## src/rtl/qser_pkg.sv

```systemverilog
package qser_pkg;
   typedef enum logic [0:0] {
      ORD_LOW_FIRST  = 1'b0,
      ORD_HIGH_FIRST = 1'b1
   } order_e;

   localparam int unsigned OUT_SHIFT = 0;
   localparam int unsigned OUT_INDEX = 1;
endpackage

```

## src/rtl/qser_cfg_regs.sv

```systemverilog
module qser_cfg_regs
   import qser_pkg::*;
#(
   parameter int unsigned ADDR_W     = 8,
   parameter int unsigned DATA_W     = 8,
   parameter int unsigned ORDER_ADDR = 'h2E,
   parameter int unsigned SRST_ADDR  = 'h00,
   parameter int unsigned ORDER_BIT  = 0,
   parameter int unsigned SRST_BIT   = 0
) (
   input  logic              clk,
   input  logic              rst,
   input  logic              we,
   input  logic [ADDR_W-1:0] addr,
   input  logic [DATA_W-1:0] wdata,
   output order_e            order_o
);
   localparam logic [ADDR_W-1:0] A_ORDER = ADDR_W'(ORDER_ADDR);
   localparam logic [ADDR_W-1:0] A_SRST  = ADDR_W'(SRST_ADDR);

   if (ORDER_BIT >= DATA_W) begin : g_bad_obit
      $error("ORDER_BIT outside data word");
   end
   if (SRST_BIT >= DATA_W) begin : g_bad_sbit
      $error("SRST_BIT outside data word");
   end
   if (A_ORDER == A_SRST) begin : g_bad_addr
      $error("order and soft-reset addresses collide");
   end

   logic   hit_order;
   logic   hit_srst;
   order_e order_q;

   assign hit_order = we && (addr == A_ORDER);
   assign hit_srst  = we && (addr == A_SRST) && wdata[SRST_BIT];

   always_ff @(posedge clk) begin
      if (rst) begin
         order_q <= ORD_LOW_FIRST;
      end else if (hit_srst) begin
         order_q <= ORD_LOW_FIRST;
      end else if (hit_order) begin
         order_q <= order_e'(wdata[ORDER_BIT]);
      end
   end

   logic unused_wdata;
   assign unused_wdata = ^wdata;

   assign order_o = order_q;
endmodule

```

## src/rtl/qser_slot_tracker.sv

```systemverilog
module qser_slot_tracker #(
   parameter int unsigned WORD_W = 5,
   localparam int unsigned CNT_W = (WORD_W > 1) ? $clog2(WORD_W) : 1
) (
   input  logic             clk,
   input  logic             rst,
   input  logic             load,
   output logic             accept_o,
   output logic             running_o,
   output logic [CNT_W-1:0] cnt_o,
   output logic             overrun_o
);
   localparam logic [CNT_W-1:0] LAST_IDX = CNT_W'(WORD_W - 1);

   logic             running_q;
   logic [CNT_W-1:0] cnt_q;
   logic             ovr_q;
   logic             at_last;
   logic             misplaced;

   assign at_last   = running_q && (cnt_q == LAST_IDX);
   assign accept_o  = load && (!running_q || at_last);
   assign misplaced = load && running_q && !at_last;

   always_ff @(posedge clk) begin
      if (rst) begin
         running_q <= 1'b0;
         cnt_q     <= '0;
      end else if (accept_o) begin
         running_q <= 1'b1;
         cnt_q     <= '0;
      end else if (at_last) begin
         running_q <= 1'b0;
         cnt_q     <= '0;
      end else if (running_q) begin
         cnt_q     <= cnt_q + CNT_W'(1);
      end
   end

   always_ff @(posedge clk) begin
      if (rst) begin
         ovr_q <= 1'b0;
      end else if (misplaced) begin
         ovr_q <= 1'b1;
      end
   end

   assign running_o = running_q;
   assign cnt_o     = cnt_q;
   assign overrun_o = ovr_q;
endmodule

```

## src/rtl/qser_out_stage.sv

```systemverilog
module qser_out_stage
   import qser_pkg::*;
#(
   parameter int unsigned WORD_W    = 5,
   parameter int unsigned OUT_STYLE = OUT_SHIFT,
   localparam int unsigned CNT_W    = (WORD_W > 1) ? $clog2(WORD_W) : 1
) (
   input  logic              clk,
   input  logic              rst,
   input  logic              accept,
   input  logic              running,
   input  logic [CNT_W-1:0]  cnt,
   input  order_e            order,
   input  logic [WORD_W-1:0] din,
   output logic              sdo
);
   logic [WORD_W-1:0] din_rev;
   logic [WORD_W-1:0] din_ord;

   for (genvar i = 0; i < WORD_W; i++) begin : g_rev
      assign din_rev[i] = din[WORD_W-1-i];
   end

   assign din_ord = (order == ORD_HIGH_FIRST) ? din_rev : din;

   if (OUT_STYLE == OUT_SHIFT) begin : g_shift
      logic [WORD_W-1:0] sh_q;
      always_ff @(posedge clk) begin
         if (rst) begin
            sh_q <= '0;
         end else if (accept) begin
            sh_q <= din_ord;
         end else begin
            sh_q <= {1'b0, sh_q[WORD_W-1:1]};
         end
      end
      logic unused_idx;
      assign unused_idx = running ^ (^cnt);
      assign sdo = sh_q[0];
   end else if (OUT_STYLE == OUT_INDEX) begin : g_index
      logic [WORD_W-1:0] word_q;
      always_ff @(posedge clk) begin
         if (rst) begin
            word_q <= '0;
         end else if (accept) begin
            word_q <= din_ord;
         end
      end
      assign sdo = running && word_q[cnt];
   end else begin : g_bad_style
      $error("OUT_STYLE must be 0 or 1");
   end
endmodule

```

## src/rtl/quint_serializer.sv

```systemverilog
module quint_serializer
   import qser_pkg::*;
#(
   parameter int unsigned WORD_W     = 5,
   parameter int unsigned ADDR_W     = 8,
   parameter int unsigned DATA_W     = 8,
   parameter int unsigned ORDER_ADDR = 'h2E,
   parameter int unsigned SRST_ADDR  = 'h00,
   parameter int unsigned ORDER_BIT  = 0,
   parameter int unsigned SRST_BIT   = 0,
   parameter int unsigned OUT_STYLE  = OUT_SHIFT
) (
   input  logic              clk,
   input  logic              rst,
   input  logic              load,
   input  logic [WORD_W-1:0] din,
   input  logic              cfg_we,
   input  logic [ADDR_W-1:0] cfg_addr,
   input  logic [DATA_W-1:0] cfg_wdata,
   output logic              sdo,
   output logic              sdo_valid,
   output logic              overrun
);
   localparam int unsigned CNT_W = (WORD_W > 1) ? $clog2(WORD_W) : 1;

   if (WORD_W < 2) begin : g_bad_width
      $error("WORD_W must be at least 2");
   end
   if (ADDR_W < 1 || ADDR_W > 16) begin : g_bad_aw
      $error("ADDR_W must be 1..16");
   end
   if (ORDER_ADDR >= (1 << ADDR_W) || SRST_ADDR >= (1 << ADDR_W)) begin : g_bad_map
      $error("configuration address does not fit ADDR_W");
   end

   order_e           order;
   logic             accept;
   logic             running;
   logic [CNT_W-1:0] cnt;

   qser_cfg_regs #(
      .ADDR_W    (ADDR_W),
      .DATA_W    (DATA_W),
      .ORDER_ADDR(ORDER_ADDR),
      .SRST_ADDR (SRST_ADDR),
      .ORDER_BIT (ORDER_BIT),
      .SRST_BIT  (SRST_BIT)
   ) u_cfg (
      .clk    (clk),
      .rst    (rst),
      .we     (cfg_we),
      .addr   (cfg_addr),
      .wdata  (cfg_wdata),
      .order_o(order)
   );

   qser_slot_tracker #(
      .WORD_W(WORD_W)
   ) u_slot (
      .clk      (clk),
      .rst      (rst),
      .load     (load),
      .accept_o (accept),
      .running_o(running),
      .cnt_o    (cnt),
      .overrun_o(overrun)
   );

   qser_out_stage #(
      .WORD_W   (WORD_W),
      .OUT_STYLE(OUT_STYLE)
   ) u_out (
      .clk    (clk),
      .rst    (rst),
      .accept (accept),
      .running(running),
      .cnt    (cnt),
      .order  (order),
      .din    (din),
      .sdo    (sdo)
   );

   assign sdo_valid = running;
endmodule

```

## config.mk

```make
export PLATFORM = sky130hd
export DESIGN_NAME = quint_serializer
export DESIGN_NICKNAME = d
export VERILOG_FILES = /design/src/rtl/qser_pkg.sv /design/src/rtl/qser_cfg_regs.sv /design/src/rtl/qser_slot_tracker.sv /design/src/rtl/qser_out_stage.sv /design/src/rtl/quint_serializer.sv
export SDC_FILE = /design/constraint.sdc
export NUM_CORES = 1
export LEC_CHECK = 0
export BUFFER_PORTS_ARGS = -buffer_cell sky130_fd_sc_hd__buf_2
export CORE_AREA = 5 5 42 44
export CTS_CLUSTER_SIZE = 10
export DETAILED_ROUTE_END_ITERATION = 7
export DIE_AREA = 0 0 47 49
export HOLD_SLACK_MARGIN = 0.03
export PLACE_DENSITY = 0.77
export SYNTH_ARGS = -nofsm -noshare
export SYNTH_HDL_FRONTEND = slang
export SYNTH_SLANG_ARGS = --single-unit
```

## constraint.sdc

```tcl
create_clock -name clk -period 2.3 [get_ports clk]
set_input_delay 0.345 -clock clk [delete_from_list [all_inputs] [get_ports clk]]
set_output_delay 0.345 -clock clk [all_outputs]
set_load 0.02 [all_outputs]
```

==> reports/metrics.yaml, run 1 <==
status:
  status: "completed"
critical_path:
  cp.depth: 5
  rr_endpoint: "u_slot.cnt_o[1]$_SDFFE_PP0P_"
  cp.buffers_inverters: 1
  critPathLaunchType: "flop"
  r2r-start: "u_slot.cnt_o[0]$_SDFFE_PP0P_"
  crit_chain: "inv_1, ha_1, a21bo_2, a21oi_2, a21boi_0"
  cp-end-kind: "flop"
  r2r_slack_ns: 0.87
  critical_path_class: "reg -> reg"
  worstSetupEndpoint: "u_slot.cnt_o[1]$_SDFFE_PP0P_"
  required_ns: 2.49
  crit_arrival_ns: 1.62
  reg2reg_depth: 5
  crit_family: "compound AO/OA/AOI/OAI gates"
  critPathMaxFanout: 7
  critPathMaxStageDelay_ns: 0.33
  crit_path_top_delay_cell: "dfxtp_1"
  worstSetupStartpoint: "u_slot.cnt_o[0]$_SDFFE_PP0P_"
sta:
  hold_slack_ns: 0.299
  maxSlewHeadroom: 0.807
  slew_violations: 0
  rsz0062_at_grt: "false"
  tightest_slew_ns: 0.289
  tns_ns: 0
  finClkSkew_ns: 0.00153
  timing.fmax_mhz: 699
  setup-violations-final: 0
  fin_crit_sh: 0.622
  finalHoldViolations: 0
  period_needed_ns: 1.43
routing:
  drt_iter0_markers: 4
  drt-total-wl_um: 932
  via_count: 462
  viasPerCell: 5.02
  drc: 0
  drtPass1Iterations: 4
  wire_per_inst_um: 10.1
  antenna_left: 0
global_route:
  grt_pass1_vias: 456
  grt_pass1_wl_um: 1750
  grt-ovfl-total: 0
  antenna_found_initial: 0
  grt_use_total: 0.104
  grt_max_degree: 9
die:
  start_util: 0.362
  num_rows: 14
  fp.dieW_um: 47
  core_area_um2: 1400
  dieArea_um2: 2300
  pin_count: 28
  die_y_um: 49
yosys:
  syn_inst: 53
  synth_simple_gate_area_frac: 0.175
  yosys-top-cells-area: "dfxtp_1 43%, mux2i_1 9.9%, o2bb2ai_1 6.9%"
  synth_edf_count: 0
  synth-seq-area-share: 0.433
  syn_nets: 80
  synth-async-reset-ratio: 0
  synth_top_family_by_area: "compound AO/OA/AOI/OAI gates"
  synth-seq-cells: 11
  synth_top_area_cell: "dfxtp_1"
  yosysTopAreaCellShare: 0.433
  yosys.cell_types.count: 22
  synthXorXnorAreaFrac: 0
  yosys_warnings: 0
  synth_compound_area_frac: 0.207
  synth_fa_ha_area_frac: 0.0493
  syn_area_per_cell_um2: 9.58
  ys.flop_type: "dfxtp_1"
  synth.area.mux_share: 0.0985
  syn_area_um2: 508
clock_tree:
  postCtsSetupRepairBufs: 0
  cts-root-buf: "clkbuf_4"
  ctsHoldBuffers: 0
  numCtsBuffers: 3
  cts.clk_slew.worst_paths_ns: 0.06
  ctsHtreeMaxLevel: 1
  clock_path_buffers: 2
  post_cts_resized: 0
  cts.sinks: 11
  insertion_delay_ns: 0.27
  cts_tree: "built"
finish:
  num-fill-cells: 142
  ff_latch_area_um2: 220
  multi_input_area_um2: 269
  final_layout_size_suffix_gt1_frac: 0.329
  finalNetCount: 104
  area_delta_synth_final_pct: 28.1
  insertedDiodeCount: 0
placement:
  gp_congestion: 0.707
  port-buffer-count: 20
  dpl.hpwl_um: 758
power_and_ir_drop:
  ir_worst_vdd_uv: 290
  leakage_nw: 0.275
  pwr_density_cell_nw_per_um2: 592
worst_hold_path:
  hold_class: "in -> reg"
  hp-start: "rst"
flow_run:
  maxCapViolCount: 0
==> logic make-up (layout without fill, tap and decap cells) <==
logic type	count (synthesis)	in the layout
and+or+nand+nor	16	16
AOI/OAI and AO/OA	14	14
DFF	11	11
muxes	5	5
buffers and inverters	5	28
adders and majority gates	2	2
==> Yosys cell counts, drive strengths merged (2+ instances only) <==
cell	n
a21boi	3
a21oi	2
dfxtp	11
ha	2
inv	4
mux2i	5
nand2	2
nand2b	2
nand3b	2
nor2	4
o21ai	2
o2bb2ai	4
or4	2
==> sequential cells by signal, summed over array words and instances, names as in the netlist <==
name                flops
u_cfg.order_o           1
u_slot.running_o        1
u_slot.overrun_o        1
u_out.g_shift.sh_q      5
u_slot.cnt_o            3
==> cells in the final DEF, fill, tap and decap left out <==
cell type / count
mux2i_1: 5
nand4_1: 1
nor2_1: 4
clkbuf_1: 1
nand2_1: 2
or3_1: 1
nand3_1: 1
and2_1: 1
a31oi_1: 1
a21boi_0: 3
or4_1: 2
o211ai_1: 1
buf_2: 20
ha_1: 2
inv_1: 4
nand2b_1: 2
o2bb2ai_1: 4
a21oi_1: 1
nand3b_1: 2
o21ai_0: 2
clkbuf_4: 3
a21bo_2: 1
dfxtp_1: 11
a21oi_2: 1
==> report_power, final <==
group          switching (mW)  internal, mW
logic                  0.0257        0.0268
registers             0.00535         0.199
clock network          0.0610        0.0672
==> worst reg2reg max path: cells and delay by family, from the launching register on <==
| kind | cells | cell delay, ns |
|---|---|---|
| AOI/OAI and AO/OA | 3 | 0.72 |
| adders and majority gates | 1 | 0.23 |
| buffers and inverters | 1 | 0.07 |
| DFF | 1 | 0.33 |
==> final cells by class <==
cell class,count,share of cell area
Multi-Input combinational cell,37,0.413
Timing Repair Buffer,20,0.154
Tap cell,16,0.0308
Inverter,4,0.0231
Sequential cell,11,0.338
Clock buffer,4,0.0404
==> worst min path at each step <==
stage                                       end  slack (ns)  depth (start not counted)
2_1_floorplan  u_out.g_shift.sh_q[0]$_SDFF_PP0_        0.41                          1
6_report          u_slot.running_o$_SDFFE_PP0P_        0.30                          2
3_5_place_dp   u_out.g_shift.sh_q[0]$_SDFF_PP0_        0.42                          1
3_3_place_gp   u_out.g_shift.sh_q[2]$_SDFF_PP0_        0.42                          1
4_1_cts           u_slot.running_o$_SDFFE_PP0P_        0.29                          2
5_1_grt           u_slot.running_o$_SDFFE_PP0P_        0.29                          2
==> layer usage <==
metal  routed length, um  up-vias  GRT usage  share of wire
li1                    -      238          -              -
met5                   0        -          0              0
met2                 416       21      0.138           0.45
met3                 104        5     0.0369           0.11
met1                 382      198      0.137           0.41
met4                  29        0     0.0691          0.031
==> per-stage QoR <==
stage,total power [mW],instance area (um^2),utilization,cells,setup slack [ns]
6_report,0.385,651,0.464,92,0.870
5_1_grt,0.411,651,0.464,92,0.692
4_1_cts,0.391,651,0.464,92,0.845
3_5_place_dp,0.262,624,0.446,88,0.848
3_3_place_gp,0.260,624,0.446,88,0.881
2_1_floorplan,0.237,508,-,53,0.984
(Power assumes the default switching activity.)
==> run 2: changes to the inputs <==
Clock period 2.3 ns to 1.35 ns, I/O delays scaled along.
==> reports/metrics.yaml, run 2 (synthesis results as in run 1) <==
clock_tree:
  cts-root-buf: "clkbuf_4"  # unchanged
  ctsHtreeMaxLevel: 1  # unchanged
  cts.sinks: 11  # unchanged
  insertion_delay_ns: 0.26  # was 0.27 ns
  numCtsBuffers: 3  # unchanged
  cts_tree: "built"  # unchanged
  postCtsSetupRepairBufs: 0  # unchanged
  ctsHoldBuffers: 0  # unchanged
  cts.clk_slew.worst_paths_ns: 0.07  # was 0.06 ns
  clock_path_buffers: 2  # unchanged
sta:
  tightest_slew_ns: 0.281  # was 0.289 ns
  fin_crit_sh: 0.937  # was 0.622
  period_needed_ns: 1.27  # was 1.43 ns
  maxSlewHeadroom: 0.812  # was 0.807
  slew_violations: 0  # unchanged
  tns_ns: 0  # unchanged
  setup-violations-final: 0  # unchanged
  finalHoldViolations: 0  # unchanged
  finClkSkew_ns: 0.00343  # was 0.00153 ns
  timing.fmax_mhz: 790  # was 699 MHz
  hold_slack_ns: 0.174  # was 0.299 ns
power_and_ir_drop:
  switching_share: 0.241  # was 0.239
  clkPwrFrac: 0.318  # was 0.333
  pwr_density_cell_nw_per_um2: 942  # was 592 nW/um^2
  ir_worst_vdd_uv: 630  # was 290 uV
  p_seq_frac: 0.508  # was 0.531
  cellInternalPower_mw: 0.517  # was 0.293 mW
  power.switching_mw: 0.164  # was 0.0921 mW
  leakage_nw: 0.305  # was 0.275 nW
  combPwrFrac: 0.174  # was 0.136
global_route:
  grt-ovfl-total: 0  # unchanged
  grt_max_degree: 8  # was 9
  antenna_found_initial: 0  # unchanged
  grt_pass1_vias: 501  # was 456
  grt_pass1_wl_um: 1910  # was 1750 um
  grt_use_total: 0.110  # was 0.104
critical_path:
  crit_arrival_ns: 1.47  # was 1.62 ns
  r2r_slack_ns: 0.08  # was 0.87 ns
  cp-end-kind: "flop"  # unchanged
  critPathMaxFanout: 7  # unchanged
  r2r-start: "u_slot.cnt_o[0]$_SDFFE_PP0P_"  # unchanged
  rr_endpoint: "u_slot.cnt_o[1]$_SDFFE_PP0P_"  # unchanged
  critPathLaunchType: "flop"  # unchanged
  required_ns: 1.55  # was 2.49 ns
  critical_path_class: "reg -> reg"  # unchanged
  worstSetupStartpoint: "u_slot.cnt_o[0]$_SDFFE_PP0P_"  # unchanged
  reg2reg_depth: 5  # unchanged
finish:
  final_layout_size_suffix_gt1_frac: 0.420  # was 0.329
  final_common_cell: "buf_2"  # unchanged
  finalNetCount: 109  # was 104
  finalInstanceArea_um2: 723  # was 651 um^2
  largest_reg_flops: 5  # unchanged
  area_delta_synth_final_pct: 42.4  # was 28.1%
  insertedDiodeCount: 0  # unchanged
  multi_input_area_um2: 303  # was 269 um^2
  ff_latch_area_um2: 221  # was 220 um^2
  top_register: "u_out.g_shift.sh_q"  # unchanged
  final_cell_mix: "20 x buf_2, 10 x dfxtp_1, 5 x mux2i_1, 5 x buf_4"  # was 20 x buf_2, 11 x dfxtp_1, 5 x mux2i_1
  num-fill-cells: 149  # was 142
  fin_util: 0.516  # was 0.464
worst_hold_path:
  min_path_cells: 3  # was 2
  hp-start: "din[2]"  # was rst
  whs_endpoint: "u_out.g_shift.sh_q[2]$_SDFF_PP0_"  # was u_slot.running_o$_SDFFE_PP0P_
  hold_class: "in -> reg"  # unchanged
placement:
  dpl.hpwl_um: 813  # was 758 um
  dpl-instance-area_um2: 662  # was 624 um^2
  gp_congestion: 0.681  # was 0.707
  port-buffer-count: 20  # unchanged
die:
  dieArea_um2: 2300  # unchanged
  num_rows: 14  # unchanged
  pin_count: 28  # unchanged
  start_util: 0.362  # unchanged
  die_y_um: 49  # unchanged
  core_area_um2: 1400  # unchanged
  fp.dieW_um: 47  # unchanged
routing:
  drt_iter0_markers: 2  # was 4
  wl_met1_um: 420  # was 382 um
  via_count: 490  # was 462
  drt-total-wl_um: 1070  # was 932 um
  antenna_left: 0  # unchanged
  drc: 0  # unchanged
  wl_met2_um: 541  # was 416 um
  drtPass1Iterations: 4  # unchanged
  wire_per_inst_um: 11.1  # was 10.1 um
  wl_met3_um: 95  # was 104 um
  viasPerCell: 5.05  # was 5.02
  routed.top_layer: "met4"  # unchanged
flow_run:
  maxCapViolCount: 0  # unchanged
status:
  status: "completed"  # unchanged
[run 2: cell types whose count changed in the layout (fill, tap and decap cells not counted), sizes merged]
cell / change
buf: +5
[run 2: stage by stage]
stage | total power [mW] | setup slack [ns] | instances
after floorplan | 0.404 | 0.0682 | 53
after global placement | 0.455 | -0.0204 | 93
after detailed placement | 0.460 | -0.0606 | 93
after CTS | 0.684 | 0.00442 | 97
after global routing | 0.726 | -0.0277 | 97
final | 0.682 | 0.0849 | 97
[run 2: worst max path at each step]
stage / to / depth (start not counted)
detailed placement: u_slot.cnt_o[1]$_SDFFE_PP0P_ / 5
global placement: u_slot.cnt_o[2]$_SDFFE_PP0P_ / 5
CTS: u_slot.cnt_o[1]$_SDFFE_PP0P_ / 5
global route: u_slot.cnt_o[1]$_SDFFE_PP0P_ / 5
finish: u_slot.cnt_o[1]$_SDFFE_PP0P_ / 5
floorplan: u_slot.cnt_o[1]$_SDFFE_PP0P_ / 5
[run 2: power by group through the flow]
| stage | combinational (mW) | sequential (mW) | clock (mW) |
|---|---|---|---|
| 3_5_place_dp | 0.107 | 0.353 | 0 |
| 5_1_grt | 0.132 | 0.348 | 0.246 |
| 3_3_place_gp | 0.103 | 0.353 | 0 |
| 2_1_floorplan | 0.0429 | 0.361 | 0 |
| 6_report | 0.118 | 0.346 | 0.217 |
| 4_1_cts | 0.110 | 0.345 | 0.229 |
[run 2: worst max-delay path: stages (launching register included)]
cell and delay, ns:
dfxtp_2 0.32, inv_1 0.07, ha_4 0.17, a21bo_4 0.22, a21oi_4 0.22, a21boi_2 0.18
[run 2: layer usage]
metal  track usage  up-vias
met3        0.0332        3
met4        0.0415        0
met1         0.144      216
li1              -      250
met2         0.165       21
met5             0        -
[run 2: final cells by class]
class,instances,area share
Clock buffer,4,0.0363
Inverter,4,0.0208
Tap cell,16,0.0277
Multi-Input combinational cell,37,0.419
Sequential cell,11,0.306
Timing Repair Buffer,25,0.190
[run 2: what timing repair did]
item | in CTS | in global routing
pin swaps | 1 | 3
setup endpoints to repair | 4 | 9
resized for setup | 1 | 8
hold endpoints to repair | 0 | 0
==> run 3: changes to the inputs <==
Settings changed: CORE_AREA 5 5 42 44 to not set, CORE_MARGIN set to 5, CORE_UTILIZATION set to 37, DIE_AREA 0 0 47 49 to not set, PLACE_DENSITY 0.77 to 0.78.
Clock period 1.35 ns to 1.01 ns, I/O delays scaled along.
==> reports/metrics.yaml, run 3 (synthesis results as in run 1) <==
finish:
  multi_input_area_um2: 307  # was 303 um^2
  top_register: "u_out.g_shift.sh_q"  # unchanged
  largest_reg_flops: 5  # unchanged
  num-fill-cells: 115  # was 149
  final_layout_size_suffix_gt1_frac: 0.506  # was 0.420
  final_cell_mix: "19 x buf_2, 8 x dfxtp_1, 7 x buf_4"  # was 20 x buf_2, 10 x dfxtp_1, 5 x mux2i_1, 5 x buf_4
  ff_latch_area_um2: 224  # was 221 um^2
  insertedDiodeCount: 0  # unchanged
  finalNetCount: 113  # was 109
  area_delta_synth_final_pct: 52.0  # was 42.4%
  fin_util: 0.593  # was 0.516
  final_common_cell: "buf_2"  # unchanged
sta:
  finClkSkew_ns: 0.00349  # was 0.00343 ns
  timing.fmax_mhz: 829  # was 790 MHz
  tightest_slew_ns: 0.270  # was 0.281 ns
  setup-violations-final: 10  # was 0
  fin_crit_sh: 1.19  # was 0.937
  slew_violations: 0  # unchanged
  maxSlewHeadroom: 0.820  # was 0.812
  rsz0062_at_grt: "true"
  layout_setup_ws_ns: -0.197  # was 0.0849 ns
  finalHoldViolations: 0  # unchanged
  period_needed_ns: 1.21  # was 1.27 ns
clock_tree:
  ctsHoldBuffers: 0  # unchanged
  insertion_delay_ns: 0.27  # was 0.26 ns
  clock_path_buffers: 2  # unchanged
  numCtsBuffers: 3  # unchanged
  cts.sinks: 11  # unchanged
  cts.clk_slew.worst_paths_ns: 0.07  # about the same
  cts-root-buf: "clkbuf_4"  # unchanged
  cts_tree: "built"  # unchanged
  ctsHtreeMaxLevel: 1  # unchanged
critical_path:
  critical_path_class: "reg -> reg"  # unchanged
  required_ns: 1.22  # was 1.55 ns
  reg2reg_depth: 5  # unchanged
  cp-end-kind: "flop"  # unchanged
  critPathLaunchType: "flop"  # unchanged
  crit_arrival_ns: 1.41  # was 1.47 ns
  critPathMaxFanout: 7  # unchanged
power_and_ir_drop:
  ir_worst_vdd_uv: 759  # was 630 uV
  pwr_density_cell_nw_per_um2: 1220  # was 942 nW/um^2
  leakage_nw: 0.331  # was 0.305 nW
global_route:
  grt_use_total: 0.116  # was 0.110
  antenna_found_initial: 0  # unchanged
  grt_pass1_vias: 450  # was 501
  grt_pass1_wl_um: 1770  # was 1910 um
  grt_max_degree: 8  # unchanged
  grt-ovfl-total: 0  # unchanged
placement:
  gp_congestion: 0.736  # was 0.681
  post-place-ws_ns: -0.203  # was -0.0606 ns
  port-buffer-count: 20  # unchanged
routing:
  wire_per_inst_um: 10.7  # was 11.1 um
  via_count: 484  # was 490
  drt_iter0_markers: 4  # was 2
  drc: 0  # unchanged
  antenna_left: 0  # unchanged
  drt-total-wl_um: 1070  # about the same
  drtPass1Iterations: 4  # unchanged
  viasPerCell: 4.84  # was 5.05
die:
  num_rows: 13  # was 14
  fp.dieW_um: 47.1  # was 47 um
  core_area_um2: 1300  # was 1400 um^2
  pin_count: 28  # unchanged
  dieArea_um2: 2210  # was 2300 um^2
  start_util: 0.390  # was 0.362
  die_y_um: 47.1  # was 49 um
status:
  violations: "setup timing"
  status: "finished with violations"  # was completed
flow_run:
  maxCapViolCount: 0  # unchanged
worst_hold_path:
  min_path_cells: 3  # unchanged
  hold_class: "in -> reg"  # unchanged
## run 3: cell types whose count changed in the layout (fill, tap and decap cells not counted)
| cell | before | now |
|---|---|---|
| dfxtp_1 | 10 | 8 |
| buf_4 | 5 | 7 |
| inv_1 | 4 | 2 |
| dfxtp_2 | 1 | 3 |
| inv_2 | 0 | 2 |
| a21boi_2 | 2 | 3 |
| buf_2 | 20 | 19 |
| a21boi_0 | 1 | 0 |
| buf_6 | 0 | 3 |
## run 3: path summary, 6_finish.rpt
kind	slack, ns	start	endpoint
worst max-delay path	-0.20	u_slot.cnt_o[0]$_SDFFE_PP0P_	u_slot.cnt_o[1]$_SDFFE_PP0P_
worst min-delay path	0.11	din[2]	u_out.g_shift.sh_q[2]$_SDFF_PP0_
worst min register to register	0.42	u_out.g_shift.sh_q[3]$_SDFF_PP0_	u_out.g_shift.sh_q[2]$_SDFF_PP0_
worst max register to register	-0.20	u_slot.cnt_o[0]$_SDFFE_PP0P_	u_slot.cnt_o[1]$_SDFFE_PP0P_
## run 3: worst max-delay path, stage by stage, from the launching register on
cell and delay, ns:
dfxtp_2 0.33, inv_2 0.05, ha_4 0.15, a21bo_4 0.22, a21oi_4 0.21, a21boi_2 0.18
## run 3: final cells by class
type	count	area share
clock buffer	4	0.0340
timing repair buffer	29	0.235
tap	15	0.0243
sequential	11	0.290
inverter	4	0.0194
multi-input combinational	37	0.397
## run 3: layer usage
metal,vias up,wire length (um),track usage,part of all wire
met2,20,506,0.187,0.47
met5,-,0,0,0
met1,208,451,0.135,0.42
li1,254,-,-,-
met4,0,10,0.0497,0.0094
met3,2,97,0.0460,0.091
## run 3: what timing repair did
item / 4_1_cts / 5_1_grt
endpoints found under the setup margin: 11 / 11
gates resized for setup: 7 / 1
pin swaps: 4 / 2
buffers inserted: 3 / 2
## run 3: power by group
group / internal [mW] / switching, mW / total, mW
Combinational: 0.104 / 0.0780 / 0.182
Clock: 0.153 / 0.142 / 0.295
Sequential: 0.455 / 0.00887 / 0.464
## run 3: stage by stage
step	TNS, ns	instance area [um^2]	hold slack (ns)	cells	total power [mW]
6_report	-1.47	772	0.113	100	0.941
5_1_grt	-2.05	772	0.0953	100	1.01
4_1_cts	-1.42	753	0.102	98	0.953
3_5_place_dp	-1.58	683	0.396	91	0.626
3_3_place_gp	-1.43	683	0.389	91	0.620
2_1_floorplan	-0.678	538	0.216	53	0.552
